<file path="src/rtl/mcdac_pkg.sv">
package mcdac_pkg;
  localparam int CH_NUM    = 8;
  localparam int ADDR_W    = 4;
  localparam int DATA_W    = 12;
  localparam int WORD_W    = ADDR_W + DATA_W;
  localparam int PAIR_NUM  = CH_NUM / 2;
  localparam int CH_IDX_W  = $clog2(CH_NUM);

  localparam logic [ADDR_W-1:0] ADR_CFG0   = 4'd8;
  localparam logic [ADDR_W-1:0] ADR_CFG1   = 4'd9;
  localparam logic [ADDR_W-1:0] ADR_PRESET = 4'd10;
  localparam logic [ADDR_W-1:0] ADR_RSVD   = 4'd11;

  typedef struct packed {
    logic       pd_all;
    logic       casc;
    logic [1:0] ref_sel;
    logic       twos;
  } cfg0_t;

  typedef struct packed {
    logic [PAIR_NUM-1:0] pd;
    logic [PAIR_NUM-1:0] fast;
  } cfg1_t;

  function automatic logic is_pair_adr(input logic [ADDR_W-1:0] a);
    return a[ADDR_W-1:ADDR_W-2] == 2'b11;
  endfunction
endpackage

</file>
<file path="src/rtl/mcdac_sync.sv">
module mcdac_sync #(
  parameter int   STAGES  = 2,
  parameter logic RST_VAL = 1'b1
) (
  input  logic clk,
  input  logic rst,
  input  logic d,
  output logic q
);
  logic [STAGES-1:0] chain_q;

  always_ff @(posedge clk) begin
    if (rst) chain_q <= {STAGES{RST_VAL}};
    else     chain_q <= {chain_q[STAGES-2:0], d};
  end

  assign q = chain_q[STAGES-1];

  // the last stage only ever takes what the previous stage held
  assert_sync_shift_R8: assert property (@(posedge clk) disable iff (rst)
    !$past(rst) |-> q == $past(chain_q[STAGES-2]));
endmodule

</file>
<file path="src/rtl/mcdac_decode.sv">
module mcdac_decode
  import mcdac_pkg::*;
#(
  parameter int RES_BITS = 12
) (
  input  logic                           cmd_valid,
  input  logic [WORD_W-1:0]              cmd_word,
  input  logic                           twos,
  output logic [CH_NUM-1:0]              ch_we,
  output logic [CH_NUM-1:0][DATA_W-1:0]  ch_wdata,
  output logic                           cfg0_we,
  output logic                           cfg1_we,
  output logic                           preset_we,
  output logic [DATA_W-1:0]              preset_wdata
);
  localparam int LOW_DROP = DATA_W - RES_BITS;
  localparam logic [DATA_W-1:0] KEEP_MASK = {DATA_W{1'b1}} << LOW_DROP;

  logic [ADDR_W-1:0] adr;
  logic [DATA_W-1:0] raw, conv, direct_val, inv_val;
  logic              pair_hit;

  always_comb begin
    adr        = cmd_word[WORD_W-1:DATA_W];
    raw        = cmd_word[DATA_W-1:0];
    conv       = raw ^ {twos, {(DATA_W-1){1'b0}}};
    direct_val = conv & KEEP_MASK;
    inv_val    = ~conv & KEEP_MASK;
    pair_hit   = cmd_valid && is_pair_adr(adr);
  end

  for (genvar g = 0; g < CH_NUM; g++) begin : g_ch
    localparam logic [ADDR_W-1:0] OWN_ADR  = ADDR_W'(g);
    localparam logic [1:0]        PAIR_SEL = 2'(g / 2);
    localparam bit                IS_ODD   = (g % 2) == 1;
    always_comb begin
      ch_we[g] = (cmd_valid && adr == OWN_ADR) ||
                 (pair_hit && adr[1:0] == PAIR_SEL);
      if (IS_ODD && is_pair_adr(adr)) ch_wdata[g] = inv_val;
      else                            ch_wdata[g] = direct_val;
    end
  end

  always_comb begin
    cfg0_we      = cmd_valid && adr == ADR_CFG0;
    cfg1_we      = cmd_valid && adr == ADR_CFG1;
    preset_we    = cmd_valid && adr == ADR_PRESET;
    preset_wdata = raw & KEEP_MASK;
  end
endmodule

</file>
<file path="src/rtl/mcdac_chan_bank.sv">
module mcdac_chan_bank #(
  parameter int N = 8,
  parameter int W = 12
) (
  input  logic                 clk,
  input  logic                 rst,
  input  logic [N-1:0]         we,
  input  logic [N-1:0][W-1:0]  wdata,
  input  logic                 ld_act,
  input  logic                 pre_act,
  input  logic [W-1:0]         preset_val,
  output logic [N-1:0][W-1:0]  code_q
);
  logic [N-1:0][W-1:0] hold_q, latch_q;

  for (genvar g = 0; g < N; g++) begin : g_lane
    always_ff @(posedge clk) begin
      if (rst) begin
        hold_q[g]  <= '0;
        latch_q[g] <= '0;
        code_q[g]  <= '0;
      end else begin
        if (we[g])   hold_q[g]  <= wdata[g];
        if (ld_act)  latch_q[g] <= hold_q[g];
        code_q[g] <= pre_act ? preset_val : latch_q[g];
      end
    end

    // a strobed write lands in the holding register
    assert_hold_write_R1: assert property (@(posedge clk) disable iff (rst)
      we[g] |=> hold_q[g] == $past(wdata[g]));
    // latches freeze while the load level is inactive
    assert_latch_freeze_R8: assert property (@(posedge clk) disable iff (rst)
      !ld_act |=> $stable(latch_q[g]));
    // latches follow the holding register while the load level is active
    assert_latch_follow_R8: assert property (@(posedge clk) disable iff (rst)
      ld_act |=> latch_q[g] == $past(hold_q[g]));
    // preset overrides every lane
    assert_preset_force_R9: assert property (@(posedge clk) disable iff (rst)
      pre_act |=> code_q[g] == $past(preset_val));
  end
endmodule

</file>
<file path="src/rtl/mcdac_cmd_decoder.sv">
module mcdac_cmd_decoder
  import mcdac_pkg::*;
#(
  parameter int RES_BITS    = 12,
  parameter int SYNC_STAGES = 2
) (
  input  logic                       clk,
  input  logic                       rst,
  input  logic                       cmd_valid,
  input  logic [15:0]                cmd_word,
  input  logic                       load_n,
  input  logic                       preset_n,
  output logic [CH_NUM*DATA_W-1:0]   ch_code,
  output logic                       pd_all,
  output logic                       cascade_en,
  output logic [1:0]                 ref_sel,
  output logic [PAIR_NUM-1:0]        pair_pd,
  output logic [PAIR_NUM-1:0]        pair_fast
);
  localparam int CFG0_W = $bits(cfg0_t);
  localparam int CFG1_W = $bits(cfg1_t);
  localparam logic [DATA_W-1:0] KEEP_MASK = {DATA_W{1'b1}} << (DATA_W - RES_BITS);

  cfg0_t                          cfg0_q;
  cfg1_t                          cfg1_q;
  logic [DATA_W-1:0]              preset_q;
  logic [CH_NUM-1:0]              ch_we;
  logic [CH_NUM-1:0][DATA_W-1:0]  ch_wdata;
  logic [CH_NUM-1:0][DATA_W-1:0]  code_q;
  logic                           cfg0_we, cfg1_we, preset_we;
  logic [DATA_W-1:0]              preset_wdata;
  logic                           load_s, preset_s;

  mcdac_sync #(.STAGES(SYNC_STAGES), .RST_VAL(1'b1)) u_sync_load (
    .clk(clk), .rst(rst), .d(load_n), .q(load_s));
  mcdac_sync #(.STAGES(SYNC_STAGES), .RST_VAL(1'b1)) u_sync_pre (
    .clk(clk), .rst(rst), .d(preset_n), .q(preset_s));

  mcdac_decode #(.RES_BITS(RES_BITS)) u_dec (
    .cmd_valid(cmd_valid), .cmd_word(cmd_word), .twos(cfg0_q.twos),
    .ch_we(ch_we), .ch_wdata(ch_wdata),
    .cfg0_we(cfg0_we), .cfg1_we(cfg1_we),
    .preset_we(preset_we), .preset_wdata(preset_wdata));

  always_ff @(posedge clk) begin
    if (rst) begin
      cfg0_q   <= '0;
      cfg1_q   <= '0;
      preset_q <= '0;
    end else begin
      if (cfg0_we)   cfg0_q   <= cfg0_t'(cmd_word[CFG0_W-1:0]);
      if (cfg1_we)   cfg1_q   <= cfg1_t'(cmd_word[CFG1_W-1:0]);
      if (preset_we) preset_q <= preset_wdata;
    end
  end

  mcdac_chan_bank #(.N(CH_NUM), .W(DATA_W)) u_bank (
    .clk(clk), .rst(rst), .we(ch_we), .wdata(ch_wdata),
    .ld_act(!load_s), .pre_act(!preset_s),
    .preset_val(preset_q), .code_q(code_q));

  assign ch_code    = code_q;
  assign pd_all     = cfg0_q.pd_all;
  assign cascade_en = cfg0_q.casc;
  assign ref_sel    = cfg0_q.ref_sel;
  assign pair_pd    = cfg1_q.pd;
  assign pair_fast  = cfg1_q.fast;

  // reserved address writes nothing
  assert_rsvd_quiet_R2: assert property (@(posedge clk) disable iff (rst)
    (cmd_valid && cmd_word[15:12] == ADR_RSVD) |=>
      ($stable(cfg0_q) && $stable(cfg1_q) && $stable(preset_q)));
  assert_rsvd_no_we_R2: assert property (@(posedge clk) disable iff (rst)
    (cmd_valid && cmd_word[15:12] == ADR_RSVD) |-> ch_we == '0);
  // a pair write strobes exactly two lanes, with complementary data
  assert_pair_two_R3: assert property (@(posedge clk) disable iff (rst)
    (cmd_valid && is_pair_adr(cmd_word[15:12])) |-> $countones(ch_we) == 2);
  assert_pair_inverse_R3: assert property (@(posedge clk) disable iff (rst)
    (cmd_valid && cmd_word[15:12] == 4'd12) |->
      ch_wdata[1] == (~ch_wdata[0] & KEEP_MASK));
  // a single-channel write strobes one lane at most
  assert_single_lane_R1: assert property (@(posedge clk) disable iff (rst)
    !is_pair_adr(cmd_word[15:12]) |-> $onehot0(ch_we));
  // dropped low bits stay clear on the channel outputs
  assert_res_mask_R7: assert property (@(posedge clk) disable iff (rst)
    (code_q[0] & ~KEEP_MASK) == '0);
  // the edge after reset leaves everything zero
  assert_reset_clear_R10: assert property (@(posedge clk)
    $past(rst) |-> (ch_code == '0 && cfg0_q == '0 && cfg1_q == '0 && preset_q == '0));
endmodule

</file>
<file path="config.mk">
export PLATFORM = sky130hd
export DESIGN_NAME = mcdac_cmd_decoder
export DESIGN_NICKNAME = d
export VERILOG_FILES = /design/src/rtl/mcdac_pkg.sv /design/src/rtl/mcdac_sync.sv /design/src/rtl/mcdac_decode.sv /design/src/rtl/mcdac_chan_bank.sv /design/src/rtl/mcdac_cmd_decoder.sv
export SDC_FILE = /design/constraint.sdc
export NUM_CORES = 1
export LEC_CHECK = 0
export ABC_CLOCK_PERIOD_IN_PS = 3550
export BUFFER_PORTS_ARGS = -buffer_cell sky130_fd_sc_hd__buf_2
export CAP_MARGIN = 20
export CELL_PAD_IN_SITES_DETAIL_PLACEMENT = 1
export CELL_PAD_IN_SITES_GLOBAL_PLACEMENT = 1
export CORE_AREA = 5 5 202 204
export DETAILED_ROUTE_END_ITERATION = 12
export DIE_AREA = 0 0 207 209
export PLACE_DENSITY = 0.55
export SYNTH_ARGS = -nofsm -noshare
export SYNTH_HDL_FRONTEND = slang
export SYNTH_SLANG_ARGS = --single-unit
</file>
<file path="constraint.sdc">
create_clock -name clk -period 3.55 [get_ports clk]
set_input_delay 0.355 -clock clk [delete_from_list [all_inputs] [get_ports clk]]
set_output_delay 0.355 -clock clk [all_outputs]
set_load 0.03 [all_outputs]
</file>
==> metrics.cfg, run 1 <==
[run_status]
run_status = finished, final reports clean

[yosys]
synthDominantCellAreaShare_pct = 55.2
synth-adder-area-share_pct = 0
ys.warnings.count = 0
count_leader_synth = dfxtp_1
synth.area.mux_share_pct = 12.3
yosys-top-cells-count = dfxtp_1 (317), a21oi_1 (157), nand2_1 (156)
post_synth_xor_area_fraction_pct = 0.610
synth_cells = 1234
synth-compound-area-share_pct = 12.1
synth-seq-area-share_pct = 55.2
leading_area_contributor_after_synthesis = dfxtp_1
synthesis.nets = 1255
yosys.area_share.simple_pct = 15.2
ys_ff_latch = 317
synth-main-ff-cell = dfxtp_1
main_combinational_cell_family_by_area_after_synthesis = simple AND/OR/NAND/NOR gates
ys_types = 37
synthesis.area_um2 = 11500
synth_edf_count = 0
netlist_top_cells_area = dfxtp_1 (55%), mux2i_1 (12%), a21oi_1 (6.8%), nand2_1 (5.1%), nor2_1 (3.9%)
ys_async_sr_fraction_pct = 0
mean_cell_area_of_the_mapped_netlist_um2 = 9.31

[finish]
syn2layout_area_growth_pct = 18.8
inserted_diodes = 0
post_route_cells_drive_above_1_share_pct = 15.5
final_design_area_no_fill_um2 = 13600
final_net_count = 1322
fill_cells = 4535

[placement]
placed_area_um2 = 12400
post_detailed_placement_half_perimeter_wirelength_mm = 22.7
gp_routability_congestion = 0.721
quantity_of_i_o_buffers_inserted_on_ports = 128

[sta]
timing.final.crit_period_ns = 2.07
maxSlewHeadroom_pct = 30.9
setup_total_negative_slack_ns = 0
fmax_ghz = 0.484
report.final.setup_viol = 0
slew_viol_final = 0
rsz_0062_raised_after_global_routing = false
tightestPinTransition_ns = 1.03
finClkSkew_ns = 0.0275
period_share_pct = 58.2
finalHoldViolations = 0

[grt]
first_global_vias = 8828
grt_start_max_net_pins = 179
grt_pass1_wl_mm = 56.2
overflow = 0
antenna_found_initial = 0
global_route.usage.total_pct = 16.5

[clocking]
latest_clock_arrival_within_the_worst_skew_pair_ns = 0.53
cts_resized = 0
hold_buffers = 1
cts-buffers-inserted = 37
htree_num_levels = 2
cts_max_path_buffers = 3
post-cts-setup-buffers = 0
clk_pin_slew_worst_paths_ns = 0.06
cts_tree = yes
cts_root_buffer = clkbuf_16
tritoncts_num_sinks = 317

[flow_run]
maximum_capacitance_violations = 0

[drt]
vias_per_cell = 4.75
ant_nets = 0
avgRoutedWirePerCell_um = 20.0
drtIter0Drc = 436
firstDrtPassIters = 4
detail_route.wirelength_mm = 36.9
num_vias = 8790
total_drc_errors_in_the_routed_layout = 0

[setup_path]
timing_worst_setup_path_type = register to register
worst-endpoint-arrival_ns = 2.43
crit_required_ns = 3.91
timing.critical_path.from_type = register
end_kind = register
crit_fanout = 58

[power_and_ir_drop]
power.ir.vdd_worst_uv = 259
leakage_power_total_nw = 5.94
power_per_cell_area_nw_per_um2 = 578

[floorplanning]
die_width_um = 207
floorplan.die.height_um = 209
core_area_um2 = 39100
number_of_i_o_pins = 129
core.rowCount = 73
floorplan.die_area_um2 = 43300
initial_core_util_pct = 29.4

[min_path]
hold_path_class = input pin to register

## worst paths after layout
path / slack (ns) / cells past startpoint / start / to
setup / recovery: 1.48 / 3 / u_sync_pre.chain_q[1] / u_bank.code_q[47]
hold / removal: 0.05 / 2 / load_n / u_sync_load.chain_q[0]
setup reg to reg: 1.48 / 3 / u_sync_pre.chain_q[1] / u_bank.code_q[47]
hold reg to reg: 0.41 / 1 / u_sync_pre.chain_q[0] / u_sync_pre.chain_q[1]
## report_power, final
part           internal [mW]  switching, mW  leakage, nW  total (mW)
combinational          0.103          0.276         2.78       0.379
sequential              3.60         0.0415         2.56        3.64
clock                   2.35           1.51        0.604        3.86
total                   6.05           1.83         5.94        7.88
## per-stage QoR
| stage | hold WS (ns) | std cells | setup WS, ns | power (mW) | util, % |
|---|---|---|---|---|---|
| finish | 0.0524 | 1851 | 1.48 | 7.88 | 34.9 |
| CTS | 0.0348 | 1851 | 1.46 | 7.99 | 34.9 |
| global placement | 0.391 | 1786 | 1.09 | 4.09 | 31.7 |
| global route | 0.0416 | 1851 | 1.33 | 8.18 | 34.9 |
| floorplan | 0.389 | 1234 | 1.97 | 3.97 | - |
| detailed placement | 0.397 | 1786 | 1.07 | 4.10 | 31.7 |
## sequential cells by signal, indices dropped and copies added (netlist names)
register and cells:
pd_all 1, u_bank.latch_q 96, u_sync_load.chain_q 2, ref_sel 2
cfg0_q 1, pair_pd 4, pair_fast 4, u_bank.code_q 96
u_bank.hold_q 96, u_sync_pre.chain_q 2, preset_q 12, cascade_en 1
## placed cells by master (no fill, tap or decap), drive strengths merged
cell type	netlist	layout
dlygate4sd3	0	1
o2111ai	2	2
clkinv	0	6
nor3	6	6
o21ai	70	70
or4b	1	1
or3b	1	1
o211ai	3	3
xor2	5	5
a211oi	11	11
a21boi	12	12
dfxtp	317	317
a21oi	157	157
nor2b	7	7
nor2	118	118
nand4b	1	1
o22ai	1	1
nand3	59	59
nor3b	4	4
mux2i	141	141
bufinv	0	3
clkbuf	65	56
and4	1	1
and3b	16	16
nand3b	2	2
or2	4	4
xnor2	3	3
buf	51	142
and3	1	1
o2bb2ai	3	3
nand2b	15	15
inv	1	1
nand2	156	156
## worst max-delay path, stage by stage, from the launching register on
cell and delay, ns:
dfxtp_4 0.78, buf_4 0.62, nand2b_1 0.34, a21oi_1 0.13
## cell type report
cell class                      instances  area, µm²  share of cell area, %
Sequential cell                       317       6350                   46.6
Multi-Input combinational cell        800       4620                   33.8
Clock buffer                           55       1100                   8.03
Timing Repair Buffer                  144        785                   5.75
Tap cell                              525        657                   4.82
Clock inverter                          9        131                  0.963
Inverter                                1       3.75                 0.0275
## metal layers
metal,share of wire (%),up-vias,GRT usage [%]
met5,0,-,0
met4,1.8,0,3.90
met3,3.6,44,2.69
met2,44,157,25.2
met1,51,4279,24.4
li1,-,4310,-
## kinds of logic (layout without fill, tap and decap cells)
| group | Yosys count | count (layout) |
|---|---|---|
| AND/OR/NAND/NOR | 392 | 392 |
| flip-flops | 317 | 317 |
| AO/OA/AOI/OAI | 259 | 259 |
| multiplexers | 141 | 141 |
| buffers and inverters | 117 | 209 |
| XOR/XNOR | 8 | 8 |
No activity file was read; power rests on OpenSTA's default activity.
==> run 2, diff against run 1 <==
--- a/config.mk
+++ b/config.mk
@@ -5,15 +5,16 @@
 export SDC_FILE = /design/constraint.sdc
 export NUM_CORES = 1
 export LEC_CHECK = 0
-export ABC_CLOCK_PERIOD_IN_PS = 3550
+export ABC_AREA = 1
+export ABC_CLOCK_PERIOD_IN_PS = 1700
 export BUFFER_PORTS_ARGS = -buffer_cell sky130_fd_sc_hd__buf_2
 export CAP_MARGIN = 20
 export CELL_PAD_IN_SITES_DETAIL_PLACEMENT = 1
 export CELL_PAD_IN_SITES_GLOBAL_PLACEMENT = 1
-export CORE_AREA = 5 5 202 204
+export CORE_AREA = 5 5 199 201
 export DETAILED_ROUTE_END_ITERATION = 12
-export DIE_AREA = 0 0 207 209
-export PLACE_DENSITY = 0.55
+export DIE_AREA = 0 0 204 206
+export PLACE_DENSITY = 0.6
 export SYNTH_ARGS = -nofsm -noshare
 export SYNTH_HDL_FRONTEND = slang
 export SYNTH_SLANG_ARGS = --single-unit
==> constraint.sdc (replaced) <==
create_clock -name clk -period 1.7 [get_ports clk]
set_input_delay 0.17 -clock clk [delete_from_list [all_inputs] [get_ports clk]]
set_output_delay 0.17 -clock clk [all_outputs]
set_load 0.03 [all_outputs]
==> metrics.cfg, run 2 <==
[run_status]
run_status = finished, final reports clean

[placement]
gp_routability_congestion = 0.855  ; +19%
quantity_of_i_o_buffers_inserted_on_ports = 128  ; unchanged
post_detailed_placement_half_perimeter_wirelength_mm = 25.9  ; +14%
placement.setup.worst_slack_ns = -0.0195  ; -1.09 ns

[floorplanning]
initial_core_util_pct = 29.8  ; +0.46 points
core.rowCount = 71  ; -2.7%
die_width_um = 204  ; -1.4%
number_of_i_o_pins = 129  ; unchanged
core_area_um2 = 37400  ; -4.3%
floorplan.die.height_um = 206  ; -1.4%
floorplan.die_area_um2 = 42000  ; -2.9%

[yosys]
leading_area_contributor_after_synthesis = dfxtp_1
ys_types = 18  ; -51%
ys_ff_latch = 317  ; unchanged
yosys-top-cells-count = dfxtp_1 (317), nor2_1 (277), nand2_1 (212)
synth_edf_count = 0  ; unchanged
mean_cell_area_of_the_mapped_netlist_um2 = 7.81  ; -16%
ys_async_sr_fraction_pct = 0  ; unchanged
synthDominantCellAreaShare_pct = 56.9  ; +1.6 points
synth_cells = 1429  ; +16%
synth-main-ff-cell = dfxtp_1
synthesis.area_um2 = 11200  ; -2.8%
synthesis.nets = 1450  ; +16%
netlist_top_cells_area = dfxtp_1 (57%), nor2_1 (9.3%), a21oi_1 (9.1%), nand2_1 (7.1%), o21ai_0 (6.5%)
count_leader_synth = dfxtp_1
synth-seq-area-share_pct = 56.9  ; +1.6 points
ys.warnings.count = 0  ; unchanged

[sta]
slew_viol_final = 0  ; unchanged
maxSlewHeadroom_pct = 30.8  ; -0.062 points
setup_ws_ns = 0.0721  ; -1.41 ns
timing.final.crit_period_ns = 1.63  ; -0.438 ns
fmax_ghz = 0.614  ; +27%
rsz_0062_raised_after_global_routing = false
finClkSkew_ns = 0.00829  ; -0.0192 ns
period_share_pct = 95.8  ; +38 points
finalHoldViolations = 0  ; unchanged
tightestPinTransition_ns = 1.03  ; +0.00452 ns
report.final.setup_viol = 0  ; unchanged

[setup_path]
crit_path_start = u_sync_pre.chain_q[1]
timing_worst_setup_path_type = register to register
crit_required_ns = 2.13  ; -1.78 ns
crit_fanout = 12  ; -79%
worst-endpoint-arrival_ns = 2.06  ; -0.37 ns
crit-reg2reg-launch = u_sync_pre.chain_q[1]
timing.critical_path.from_type = register
end_kind = register

[drt]
avgRoutedWirePerCell_um = 18.7  ; -6.4%
ant_nets = 0  ; unchanged
total_drc_errors_in_the_routed_layout = 0  ; unchanged
firstDrtPassIters = 5  ; +1
drtIter0Drc = 597  ; +37%
num_vias = 9799  ; +11%
detail_route.wirelength_mm = 39.0  ; +5.5%
vias_per_cell = 4.70  ; -1.1%

[clocking]
tritoncts_num_sinks = 317  ; unchanged
clk_pin_slew_worst_paths_ns = 0.06  ; about the same
cts_tree = yes
cts_max_path_buffers = 3  ; unchanged
latest_clock_arrival_within_the_worst_skew_pair_ns = 0.53  ; about the same
htree_num_levels = 2  ; unchanged
post-cts-setup-buffers = 0  ; unchanged
cts_root_buffer = clkbuf_16
cts-buffers-inserted = 37  ; unchanged

[finish]
largest_registers = u_bank.code_q x96, u_bank.hold_q x96, u_bank.latch_q x96
syn2layout_area_growth_pct = 23.9
regArea_um2 = 6350  ; about the same
fill_cells = 4474  ; -1.3%
post_route_cells_drive_above_1_share_pct = 16.0  ; +0.45 points
inserted_diodes = 0  ; unchanged
most-common-layout-cells = dfxtp_1 (316), nor2_1 (277), nand2_1 (211)
mostFrequentLayoutCell = dfxtp_1
final_net_count = 1570  ; +19%
multiInputGateArea_um2 = 4070  ; -12%

[power_and_ir_drop]
leakage_power_total_nw = 6.10  ; +2.8%
power.ir.vdd_worst_uv = 500  ; +93%
totalPowerFinal_mw = 17.1  ; +120%
power_per_cell_area_nw_per_um2 = 1240  ; +110%

[min_path]
hold_start = cmd_word[1]
hold_path_class = input pin to register

[grt]
global_route.usage.total_pct = 18.4  ; +1.9 points
antenna_found_initial = 0  ; unchanged
grt_start_max_net_pins = 97  ; -46%
overflow = 0  ; unchanged
first_global_vias = 9903  ; +12%
grt_pass1_wl_mm = 59.8  ; +6.4%

[flow_run]
maximum_capacitance_violations = 0  ; unchanged

[run 2: final cells by class]
class / instances / area share, %
clock inverter: 15 / 1.16
timing repair buffer: 180 / 8.70
tap: 511 / 4.62
multi-input combinational: 925 / 29.5
inverter: 88 / 2.42
clock buffer: 51 / 7.74
sequential: 317 / 45.9
[run 2: what timing repair did]
item / CTS / global route
hold buffers: 3 / 0
endpoints found under the setup margin: 0 / 4
gates resized for setup: 0 / 1
endpoints found under the hold margin: 3 / 0
[run 2: metrics by stage]
stage	cells	utilization (%)	area, µm²	TNS, ns	hold slack (ns)
2_1_floorplan	1429	-	11200	0	0.274
3_3_place_gp	2018	33.6	12600	-0.0342	0.365
3_5_place_dp	2018	33.6	12600	-0.0353	0.361
4_1_cts	2087	37.0	13800	0	0.000301
5_1_grt	2087	37.0	13800	0	0.0153
6_report	2087	37.0	13800	0	0.0212
[run 2: report_power, final]
group          switching, mW  internal [mW]  leakage, nW
logic                  0.913          0.371         2.91
registers              0.111           7.72         2.58
clock network           3.14           4.87        0.611
[run 2: critical path: stages (launching register included)]
cell     delay, ns
dfxtp_2       0.33
inv_1         0.34
nand2_1       0.37
buf_4         0.28
a21oi_1       0.21
[run 2: path summary, 6_finish.rpt]
path | to | slack [ns] | depth (start not counted)
setup / recovery | u_bank.code_q[85] | 0.07 | 4
hold / removal | u_bank.hold_q[25] | 0.02 | 3
setup reg to reg | u_bank.code_q[85] | 0.07 | 4
hold reg to reg | u_sync_load.chain_q[1] | 0.41 | 1
[run 2: layer usage]
layer | global-route usage, % | up-vias | wire [µm]
li1 | - | 4822 | -
met1 | 26.0 | 4718 | 18700
met2 | 29.2 | 207 | 17700
met3 | 3.36 | 52 | 1830
met4 | 4.47 | 0 | 759
met5 | 0 | - | 0
[run 2: kinds of logic (layout without fill, tap and decap cells)]
group	Yosys count	after routing	synth area share [%]
and+or+nand+nor	567	567	20.1
xor gates and xnor gates	11	11	0.863
AOI/OAI and AO/OA	347	347	15.6
buffers and inverters	187	334	6.66
DFF	317	317	56.9
==> run 3, diff against run 2 <==
--- a/config.mk
+++ b/config.mk
@@ -15,6 +15,7 @@
 export DETAILED_ROUTE_END_ITERATION = 12
 export DIE_AREA = 0 0 204 206
 export PLACE_DENSITY = 0.6
+export SETUP_SLACK_MARGIN = 0.5
 export SYNTH_ARGS = -nofsm -noshare
 export SYNTH_HDL_FRONTEND = slang
 export SYNTH_SLANG_ARGS = --single-unit
==> metrics.cfg, run 3 (synthesis results as in run 2) <==
[setup_path]
worst-endpoint-arrival_ns = 1.69  ; -0.37 ns
slowest_cell_on_the_critical_path = dfxtp_4
timing_worst_setup_path_type = register to register
max_stage_delay_ns = 0.40  ; +0.03 ns
crit_fanout = 58  ; +46
end_kind = register
crit_required_ns = 2.12  ; about the same
path_cells = buf_16, nand2_1, a21oi_2
timing.critical_path.from_type = register

[placement]
placed_area_um2 = 12600  ; about the same
placement.setup.worst_slack_ns = 0.00604  ; +0.0255 ns
gp_routability_congestion = 0.831  ; -2.9%
post_detailed_placement_half_perimeter_wirelength_mm = 26.5  ; +2.1%
quantity_of_i_o_buffers_inserted_on_ports = 128  ; unchanged

[sta]
fmax_ghz = 0.789  ; +28%
maxSlewHeadroom_pct = 46.6  ; +16 points
timing.final.crit_period_ns = 1.27  ; -0.360 ns
period_share_pct = 74.6  ; -21 points
finalHoldViolations = 0  ; unchanged
slew_viol_final = 0  ; unchanged
rsz_0062_raised_after_global_routing = true
setup_total_negative_slack_ns = 0  ; unchanged
whs_ns = 0.0760  ; +0.0548 ns
tightestPinTransition_ns = 0.798  ; -0.236 ns
report.final.setup_viol = 0  ; unchanged
setup_ws_ns = 0.432  ; +0.360 ns
finClkSkew_ns = 0.0110  ; +0.00275 ns

[power_and_ir_drop]
power_per_cell_area_nw_per_um2 = 1150  ; -7.1%
power.ir.vdd_worst_uv = 599  ; +20%
totalPowerFinal_mw = 16.9  ; -1.4%
leakage_power_total_nw = 6.27  ; +2.7%

[floorplanning]
floorplan.die_area_um2 = 42000  ; unchanged
core.rowCount = 71  ; unchanged
die_width_um = 204  ; unchanged
core_area_um2 = 37400  ; unchanged
initial_core_util_pct = 29.8  ; unchanged
number_of_i_o_pins = 129  ; unchanged
floorplan.die.height_um = 206  ; unchanged

[run_status]
run_status = finished, final reports clean

[drt]
num_vias = 9922  ; +1.3%
drtIter0Drc = 562  ; -5.9%
detail_route.wirelength_mm = 40.5  ; +3.8%
total_drc_errors_in_the_routed_layout = 0  ; unchanged
vias_per_cell = 4.72  ; +0.44%
avgRoutedWirePerCell_um = 19.2  ; +2.9%
firstDrtPassIters = 5  ; unchanged
ant_nets = 0  ; unchanged

[clocking]
latest_clock_arrival_within_the_worst_skew_pair_ns = 0.53  ; about the same
clk_pin_slew_worst_paths_ns = 0.06  ; about the same
tritoncts_num_sinks = 317  ; unchanged
cts-buffers-inserted = 36  ; -2.7%
cts_max_path_buffers = 3  ; unchanged
htree_num_levels = 2  ; unchanged
cts_root_buffer = clkbuf_16
cts_tree = yes

[min_path]
hold_path_class = input pin to register

[finish]
syn2layout_area_growth_pct = 31.4
largest_registers = u_bank.code_q x96, u_bank.hold_q x96, u_bank.latch_q x96
final_design_area_no_fill_um2 = 14700  ; +6.1%
final_net_count = 1590  ; +1.3%
inserted_diodes = 0  ; unchanged
post_route_cells_drive_above_1_share_pct = 21.0  ; +5.0 points
mostFrequentLayoutCell = nor2_1
most-common-layout-cells = nor2_1 (276), dfxtp_1 (263), nand2_1 (202)

[flow_run]
maximum_capacitance_violations = 0  ; unchanged

[grt]
global_route.usage.total_pct = 18.8  ; +0.45 points
antenna_found_initial = 0  ; unchanged
grt_pass1_wl_mm = 60.7  ; +1.5%
first_global_vias = 9843  ; -0.61%
overflow = 0  ; unchanged
grt_start_max_net_pins = 71  ; -27%

run 3: layout make-up:
type                            count  area, µm²
Fill cell                        4445      22700
Clock buffer                       55       1040
Sequential cell                   317       6420
Tap cell                          511        639
Clock inverter                      7       87.6
Inverter                           88        348
Timing Repair Buffer              201       1970
Multi-Input combinational cell    925       4160
run 3: path summary, 6_finish.rpt:
check	cells past startpoint	startpoint	slack, ns	to
max reg2reg	3	u_sync_pre.chain_q[1]	0.43	u_bank.code_q[48]
max	3	u_sync_pre.chain_q[1]	0.43	u_bank.code_q[48]
min	3	cmd_word[5]	0.08	u_bank.hold_q[53]
min reg2reg	1	u_sync_load.chain_q[0]	0.41	u_sync_load.chain_q[1]
run 3: layer usage:
| metal | global-route usage (%) | up-vias | share of wire (%) |
|---|---|---|---|
| li1 | - | 4863 | - |
| met1 | 26.5 | 4829 | 48 |
| met2 | 30.0 | 175 | 46 |
| met3 | 2.93 | 55 | 3.9 |
| met4 | 5.62 | 0 | 2.2 |
| met5 | 0 | - | 0 |
run 3: worst max-delay path: cells and delay by family (launching register included):
| kind | cells | cell delay [ns] |
|---|---|---|
| and+or+nand+nor | 1 | 0.16 |
| DFF | 1 | 0.40 |
| buffers and inverters | 1 | 0.28 |
| AOI/OAI and AO/OA | 1 | 0.29 |
run 3: stage by stage:
step	utilization (%)	instances
floorplan	-	1429
finish	39.2	2104
CTS	38.5	2098
global route	39.2	2104
detailed placement	33.6	2028
global placement	33.6	2028
run 3: timing repair:
| item | CTS | global route |
|---|---|---|
| setup buffers | 1 | 5 |
| hold buffers | 6 | 0 |
| gates cloned | 1 | 1 |
| endpoints found under the hold margin | 7 | 0 |
| resized for setup | 217 | 65 |
| endpoints found under the setup margin | 206 | 206 |
run 3: where the power goes:
part / internal (mW) / switching, mW / leakage (nW)
logic: 0.479 / 0.942 / 3.11
clock network: 4.52 / 3.09 / 0.551
registers: 7.72 / 0.129 / 2.60
total: 12.7 / 4.16 / 6.27
